## src/rtl/rev_rle_pkg.sv

```systemverilog
package rev_rle_pkg;

  typedef enum logic [1:0] {
    ST_IDLE = 2'd0,
    ST_HOLD = 2'd1,
    ST_EMIT = 2'd2
  } rxState_t;

  typedef struct packed {
    logic cap;
    logic load;
    logic wr;
  } rxStrobe_t;

endpackage

```

## src/rtl/rev_rle_ctrl.sv

```systemverilog
module rev_rle_ctrl
  import rev_rle_pkg::*;
#(
  parameter int SYNC_STAGES = 2
) (
  input  logic      clk,
  input  logic      rstN,
  input  logic      perValid,
  input  logic      remainZero,
  input  logic      bufFull,
  output rxStrobe_t stb,
  output logic      hostAck
);

  logic     validS;
  rxState_t state, stateNext;

  generate
    if (SYNC_STAGES == 0) begin : g_noSync
      assign validS = perValid;
    end else begin : g_sync
      logic [SYNC_STAGES-1:0] syncReg;
      always_ff @(posedge clk or negedge rstN) begin
        if (!rstN) begin
          syncReg <= '0;
        end else begin
          syncReg[0] <= perValid;
          for (int i = 1; i < SYNC_STAGES; i++) begin
            syncReg[i] <= syncReg[i-1];
          end
        end
      end
      assign validS = syncReg[SYNC_STAGES-1];
    end
  endgenerate

  always_comb begin
    stateNext = state;
    stb       = '0;
    unique case (state)
      ST_IDLE: begin
        if (validS) begin
          stb.cap   = 1'b1;
          stateNext = ST_HOLD;
        end
      end
      ST_HOLD: begin
        if (!validS) begin
          stb.load  = 1'b1;
          stateNext = ST_EMIT;
        end
      end
      ST_EMIT: begin
        if (!remainZero) begin
          stb.wr = !bufFull;
        end else if (!bufFull) begin
          stateNext = ST_IDLE;
        end
      end
      default: stateNext = ST_IDLE;
    endcase
  end

  always_ff @(posedge clk or negedge rstN) begin
    if (!rstN) state <= ST_IDLE;
    else       state <= stateNext;
  end

  assign hostAck = (state != ST_IDLE);

endmodule

```

## src/rtl/rev_rle_dp.sv

```systemverilog
module rev_rle_dp
  import rev_rle_pkg::*;
#(
  parameter int DATA_W = 8,
  parameter int DEPTH  = 16,
  parameter int PTR_W  = 4,
  parameter int CNT_W  = 5
) (
  input  logic              clk,
  input  logic              rstN,
  input  rxStrobe_t         stb,
  input  logic [DATA_W-1:0] perData,
  input  logic              perCmd,
  input  logic              rxPop,
  output logic [DATA_W-1:0] rxData,
  output logic              rxEmpty,
  output logic              rxFull,
  output logic [CNT_W-1:0]  rxLevel,
  output logic              addrStrobe,
  output logic [DATA_W-1:0] addrValue,
  output logic              remainZero
);

  localparam int RUN_W = DATA_W - 1;

  logic [DATA_W-1:0] capByte;
  logic              capCmd;
  logic [RUN_W-1:0]  runCnt;
  logic              runPend;
  logic [DATA_W-1:0] remain;

  logic              isAddr;
  logic              isRun;

  assign isAddr = perCmd &&  perData[DATA_W-1];
  assign isRun  = perCmd && !perData[DATA_W-1];

  // capture, command decode and run bookkeeping
  always_ff @(posedge clk or negedge rstN) begin
    if (!rstN) begin
      capByte    <= '0;
      capCmd     <= 1'b0;
      runCnt     <= '0;
      runPend    <= 1'b0;
      remain     <= '0;
      addrStrobe <= 1'b0;
      addrValue  <= '0;
    end else begin
      addrStrobe <= 1'b0;
      if (stb.cap) begin
        capByte <= perData;
        capCmd  <= perCmd;
        if (isAddr) begin
          addrStrobe <= 1'b1;
          addrValue  <= perData;
          runPend    <= 1'b0;
        end else if (isRun) begin
          runCnt  <= perData[RUN_W-1:0];
          runPend <= 1'b1;
        end
      end
      if (stb.load) begin
        if (!capCmd) begin
          remain  <= runPend ? ({1'b0, runCnt} + DATA_W'(1)) : DATA_W'(1);
          runPend <= 1'b0;
        end else begin
          remain <= '0;
        end
      end else if (stb.wr) begin
        remain <= remain - DATA_W'(1);
      end
    end
  end

  assign remainZero = (remain == '0);

  // receive buffer
  logic [DATA_W-1:0] mem [DEPTH];
  logic [PTR_W-1:0]  wrPtr, rdPtr;
  logic [CNT_W-1:0]  count;
  logic              push, pop;
  logic [PTR_W-1:0]  wrPtrNext, rdPtrNext;

  assign push = stb.wr;
  assign pop  = rxPop && (count != '0);

  generate
    if ((DEPTH & (DEPTH - 1)) == 0) begin : g_pow2
      assign wrPtrNext = wrPtr + PTR_W'(1);
      assign rdPtrNext = rdPtr + PTR_W'(1);
    end else begin : g_wrap
      assign wrPtrNext = (wrPtr == PTR_W'(DEPTH - 1)) ? '0 : wrPtr + PTR_W'(1);
      assign rdPtrNext = (rdPtr == PTR_W'(DEPTH - 1)) ? '0 : rdPtr + PTR_W'(1);
    end
  endgenerate

  always_ff @(posedge clk) begin
    if (push) mem[wrPtr] <= capByte;
  end

  always_ff @(posedge clk or negedge rstN) begin
    if (!rstN) begin
      wrPtr <= '0;
      rdPtr <= '0;
      count <= '0;
    end else begin
      if (push) wrPtr <= wrPtrNext;
      if (pop)  rdPtr <= rdPtrNext;
      case ({push, pop})
        2'b10:   count <= count + CNT_W'(1);
        2'b01:   count <= count - CNT_W'(1);
        default: count <= count;
      endcase
    end
  end

  assign rxData  = mem[rdPtr];
  assign rxEmpty = (count == '0);
  assign rxFull  = (count == CNT_W'(DEPTH));
  assign rxLevel = count;

endmodule

```

## src/rtl/rev_rle_rx.sv

```systemverilog
module rev_rle_rx
  import rev_rle_pkg::*;
#(
  parameter int DATA_W      = 8,
  parameter int DEPTH       = 16,
  parameter int SYNC_STAGES = 2,
  localparam int PTR_W      = (DEPTH > 1) ? $clog2(DEPTH) : 1,
  localparam int CNT_W      = $clog2(DEPTH + 1)
) (
  input  logic              clk,
  input  logic              rstN,
  input  logic [DATA_W-1:0] perData,
  input  logic              perCmd,
  input  logic              perValid,
  output logic              hostAck,
  input  logic              rxPop,
  output logic [DATA_W-1:0] rxData,
  output logic              rxEmpty,
  output logic              rxFull,
  output logic [CNT_W-1:0]  rxLevel,
  output logic              addrStrobe,
  output logic [DATA_W-1:0] addrValue
);

  rxStrobe_t stb;
  logic      remainZero;

  rev_rle_ctrl #(
    .SYNC_STAGES(SYNC_STAGES)
  ) u_ctrl (
    .clk       (clk),
    .rstN      (rstN),
    .perValid  (perValid),
    .remainZero(remainZero),
    .bufFull   (rxFull),
    .stb       (stb),
    .hostAck   (hostAck)
  );

  rev_rle_dp #(
    .DATA_W(DATA_W),
    .DEPTH (DEPTH),
    .PTR_W (PTR_W),
    .CNT_W (CNT_W)
  ) u_dp (
    .clk       (clk),
    .rstN      (rstN),
    .stb       (stb),
    .perData   (perData),
    .perCmd    (perCmd),
    .rxPop     (rxPop),
    .rxData    (rxData),
    .rxEmpty   (rxEmpty),
    .rxFull    (rxFull),
    .rxLevel   (rxLevel),
    .addrStrobe(addrStrobe),
    .addrValue (addrValue),
    .remainZero(remainZero)
  );

endmodule

```

## config.mk

```make
export PLATFORM = sky130hd
export DESIGN_NAME = rev_rle_rx
export DESIGN_NICKNAME = d
export VERILOG_FILES = /design/src/rtl/rev_rle_pkg.sv /design/src/rtl/rev_rle_ctrl.sv /design/src/rtl/rev_rle_dp.sv /design/src/rtl/rev_rle_rx.sv
export SDC_FILE = /design/constraint.sdc
export NUM_CORES = 1
export LEC_CHECK = 0
export BUFFER_PORTS_ARGS = -buffer_cell sky130_fd_sc_hd__buf_2
export CORE_MARGIN = 2
export CORE_UTILIZATION = 35
export CTS_CLUSTER_DIAMETER = 40
export DETAILED_ROUTE_END_ITERATION = 7
export GPL_TIMING_DRIVEN = 0
export SYNTH_ARGS = -nofsm -noshare
export SYNTH_HDL_FRONTEND = slang
export SYNTH_SLANG_ARGS = --single-unit
```

## constraint.sdc

```tcl
create_clock -name clk -period 3.65 [get_ports clk]
set_clock_uncertainty 0.15 [all_clocks]
set_input_delay 0.9125 -clock clk [delete_from_list [all_inputs] [get_ports clk]]
set_output_delay 0.9125 -clock clk [all_outputs]
set_load 0.01 [all_outputs]
```

==> summary.md <==
| Metric | Value |
|---|---|
| I/O pin cnt | `38` |
| Sw power | `2.34 mW` |
| Gate Count Post-Synth | `412` |
| Largest family of logic cells by synthesized area | `multiplexers` |
| Max cap viols | `0` |
| Fmax | `282 MHz` |
| CTS root buffer | `clkbuf_16` |
| CP required | `2.59 ns` |
| YS warnings | `0` |
| Pins Over Slew Limit | `0` |
| GPL Wtd Cong | `0.793` |
| EDFF count, synth | `about 130` |
| Crit path DAT | `2.48 ns` |
| Mux contribution to synthesized area | `between 10% and 20%` |
| Pwr Density | `824 nW/um2` |
| TritonRoute pass-1 iters | `6` |
| Die Wd | `150 um` |
| FF+latch count, synth | `about 180` |
| Gr usage total | `between 10 and 15%` |
| Synth Area in Adders | `2.11%` |
| # clock sinks | `179` |
| Setup ws final | `0.109 ns` |
| Post-route setup TNS | `0 ns` |
| Startpoint types | `flip-flop` |
| Compound-gate portion of the synthesized area | `about 3%` |
| Outcome | `finished, final reports clean` |
| R2r worst-path depth | `14` |
| Final ANT Viol Nets | `0` |
| Hpwl dp | `9.46 mm` |
| Worst hold stages | `0` |
| Most frequent cells in the layout | `edfxtp_1, dfrtp_1, buf_2, mux4_1, mux2_2` |
| Max stage delay on crit path | `0.63 ns` |
| Most frequent CP cell | `buf_6` |
| Initial core utilization | `35.7%` |
| DR iter-0 viols | `256` |
| CTS HTree Levels | `4` |
| Slew headroom | `25.9%` |
| Initial antenna violation count | `0` |
| Top-area cell type share of the netlist area | `51.4%` |
| Critical path peak fanout | `10` |
| CTS tree | `yes` |
| Xor/xnor cell area share of the yosys netlist | `about 1.9%` |
| R2r setup slk | `roughly 0.20 ns` |
| Final wirelength | `around 14 mm` |
| Final nets | `493` |
| Setup violations, final | `0` |
| N_diodes | `0` |
| Synth unique cells | `45` |
| Static Leakage | `3.16 nW` |
| Synth Flop Type | `edfxtp_1` |
| Num CTS Buffers | `17` |
| Sequential fraction of the synthesis area | `68.5%` |
| Die height | `150 um` |
| Post-synthesis simple-gate area fraction | `5.38%` |
| Worst slew pin tran | `1.11 ns` |
| Hold Vio Cnt, Final | `0` |
| Clk buf depth | `2` |
| Die area | `roughly 23000 um2` |
| Layout cell share with drive strength beyond 1 | `26.2%` |
| Buffers on Ports | `37` |
| Via Count | `3894` |
| Clock power frac | `about a quarter` |
| Setup repair after global routing missed its margin | `false` |
| Hold_buf cts | `0` |
| Hold wc startpoint | `u_ctrl.g_sync.syncReg[0]` |
| Via density | `5.15` |
| FF-to-FF End | `u_dp.rxLevel[4]` |
| Sw Share | `32.8%` |
| Hold WS | `0.201 ns` |
| Seq pwr share | `roughly 45%` |
| Clk Latency, worst-skew pair | `between 0.4 and 0.5 ns` |
| Reg2reg start | `u_dp.remain[0]` |
| Post-DP Area | `8020 um2` |
| Pwr Total | `7.13 mW` |
| HP Class | `flip-flop to flip-flop` |
| Vias in the first global route | `3872` |
| Grt ovf | `0` |
| Fin crit share | `97.0%` |
| Worst slack at placement | `0.150 ns` |
| Worst IR drop on VDD | `around 0.00037 V` |
| CTS clock-pin slew for the worst setup and hold paths | `0.07 ns` |
| Synth async-reset ratio | `28.5%` |
| Min cycle time layout | `about 3.5 ns` |
| Post-route DRC | `0` |
| Routed WL per cell | `18.8 um` |
| First-pass GRT wire length | `22.2 mm` |
| Synth area leaders | `edfxtp_1, dfrtp_1, mux4_1` |
| Synth Area per Inst | `18.1 um2` |
| Syn_nets | `437` |
| Worst Setup End Kind | `output pin` |
| Synthesized cell area | `around 7500 um2` |
| P_int | `~4.8 mW` |
| CP Class | `flip-flop to output pin` |
| Cell taking the most area after synthesis | `edfxtp_1` |
| Comb power frac | `between 20 and 30%` |
| Commonest non-fill, non-tap cell in the layout | `edfxtp_1` |
| Post-synthesis to final-layout area growth | `15.8%` |
| Largest net degree at the start of global routing | `52` |
| Cell Chain, Critical Path | `buf_6 -> buf_6 -> mux4_1 -> mux4_2 -> buf_2` |
| Final instance area | `8650 um2` |
| Crit-path slowest cell | `mux4_1` |
| WHS Endpoint | `u_ctrl.g_sync.syncReg[1]` |
| Core area | `21000 um2` |
| Num rows | `53` |
synthesized netlist by cell type (all sizes together) (5+ instances only):
master and count:
clkbuf 8, edfxtp 128, o21ai 10, o22ai 5
a21oi 7, nor3 6, dfrtp 51, nor2 21
mux4 40, ha 11, buf 9, nand3 9
nor2b 5, xor2 5, mux2 23, xnor2 11
nand2 15, inv 14
worst max-delay path, delay by kind of cell (launching register included):
kind | cells | cell delay [ns]
multiplexers | 2 | 1.15
buffers and inverters | 3 | 0.53
flip-flops | 1 | 0.37
logic make-up after synthesis:
logic type	count (synthesis)
flip-flops	179
buffers and inverters	31
AO/OA/AOI/OAI	35
adder cells (fa/ha/maj)	12
multiplexers	63
AND/OR/NAND/NOR	76
XOR/XNOR	16
area by class of cell:
cell class,count,area (um2)
Multi-Input combinational cell,202,2230
Clock inverter,13,131
Inverter,14,52.6
Buffer,16,105
Sequential cell,179,5120
Tap cell,275,344
Clock buffer,19,475
Fill cell,1903,12300
Timing Repair Buffer,38,193
state kept, by name, indices dropped and copies added, names as in the netlist:
| register | count |
|---|---|
| u_dp.rxLevel | 5 |
| u_dp.addrValue | 8 |
| u_dp.remain | 8 |
| u_dp.mem | 128 |
| u_ctrl.state | 2 |
| u_dp.capByte | 8 |
| u_dp.addrStrobe | 1 |
| u_dp.rdPtr | 4 |
| u_dp.capCmd | 1 |
| u_dp.runCnt | 7 |
| u_dp.wrPtr | 4 |
| u_ctrl.g_sync.syncReg | 2 |
| u_dp.runPend | 1 |
power groups by stage:
stage | logic (mW) | clock network [mW] | registers, mW
final | 2.12 | 1.82 | 3.19
after global routing | 2.31 | 1.94 | 3.26
after CTS | 2.14 | 1.85 | 3.18
after detailed placement | 2.14 | 0 | 3.21
after global placement | 2.08 | 0 | 3.16
after floorplan | 1.51 | 0 | 3.09
through the flow:
stage | util [%] | std cells
2_1_floorplan | - | 412
3_3_place_gp | 38.2 | 724
3_5_place_dp | 38.3 | 724
4_1_cts | 41.2 | 755
5_1_grt | 41.3 | 756
6_report | 41.3 | 756
metal layers:
metal  track usage [%]  up-vias  part of all wire, %  wire [um]
met5                 0        -                    0          0
met1              17.9     2022                   45       6440
met3              2.94       12                  4.7        675
li1                  -     1754                    -          -
met4              4.20        0                  1.2        170
met2              21.9      106                   49       6960
worst max path at each step:
stage | from | to | slack [ns] | cells after the start
final | u_dp.rdPtr[0] | rxData[4] | 0.11 | 5
after global routing | u_dp.remain[0] | u_dp.rxLevel[4] | 0.04 | 14
after CTS | u_dp.rdPtr[0] | rxData[4] | 0.08 | 5
after detailed placement | u_dp.remain[0] | u_dp.rxLevel[4] | 0.15 | 14
after global placement | u_dp.rdPtr[1] | rxData[6] | 0.24 | 5
after floorplan | u_dp.remain[0] | u_dp.rxLevel[4] | 0.51 | 14
what timing repair did:
| item | 4_1_cts | 5_1_grt |
|---|---|---|
| endpoints found under the hold margin | 0 | 0 |
| resized for setup | 4 | 3 |
| setup endpoints to repair | 8 | 1 |
| setup buffers | 0 | 1 |
(Power assumes the default switching activity.)
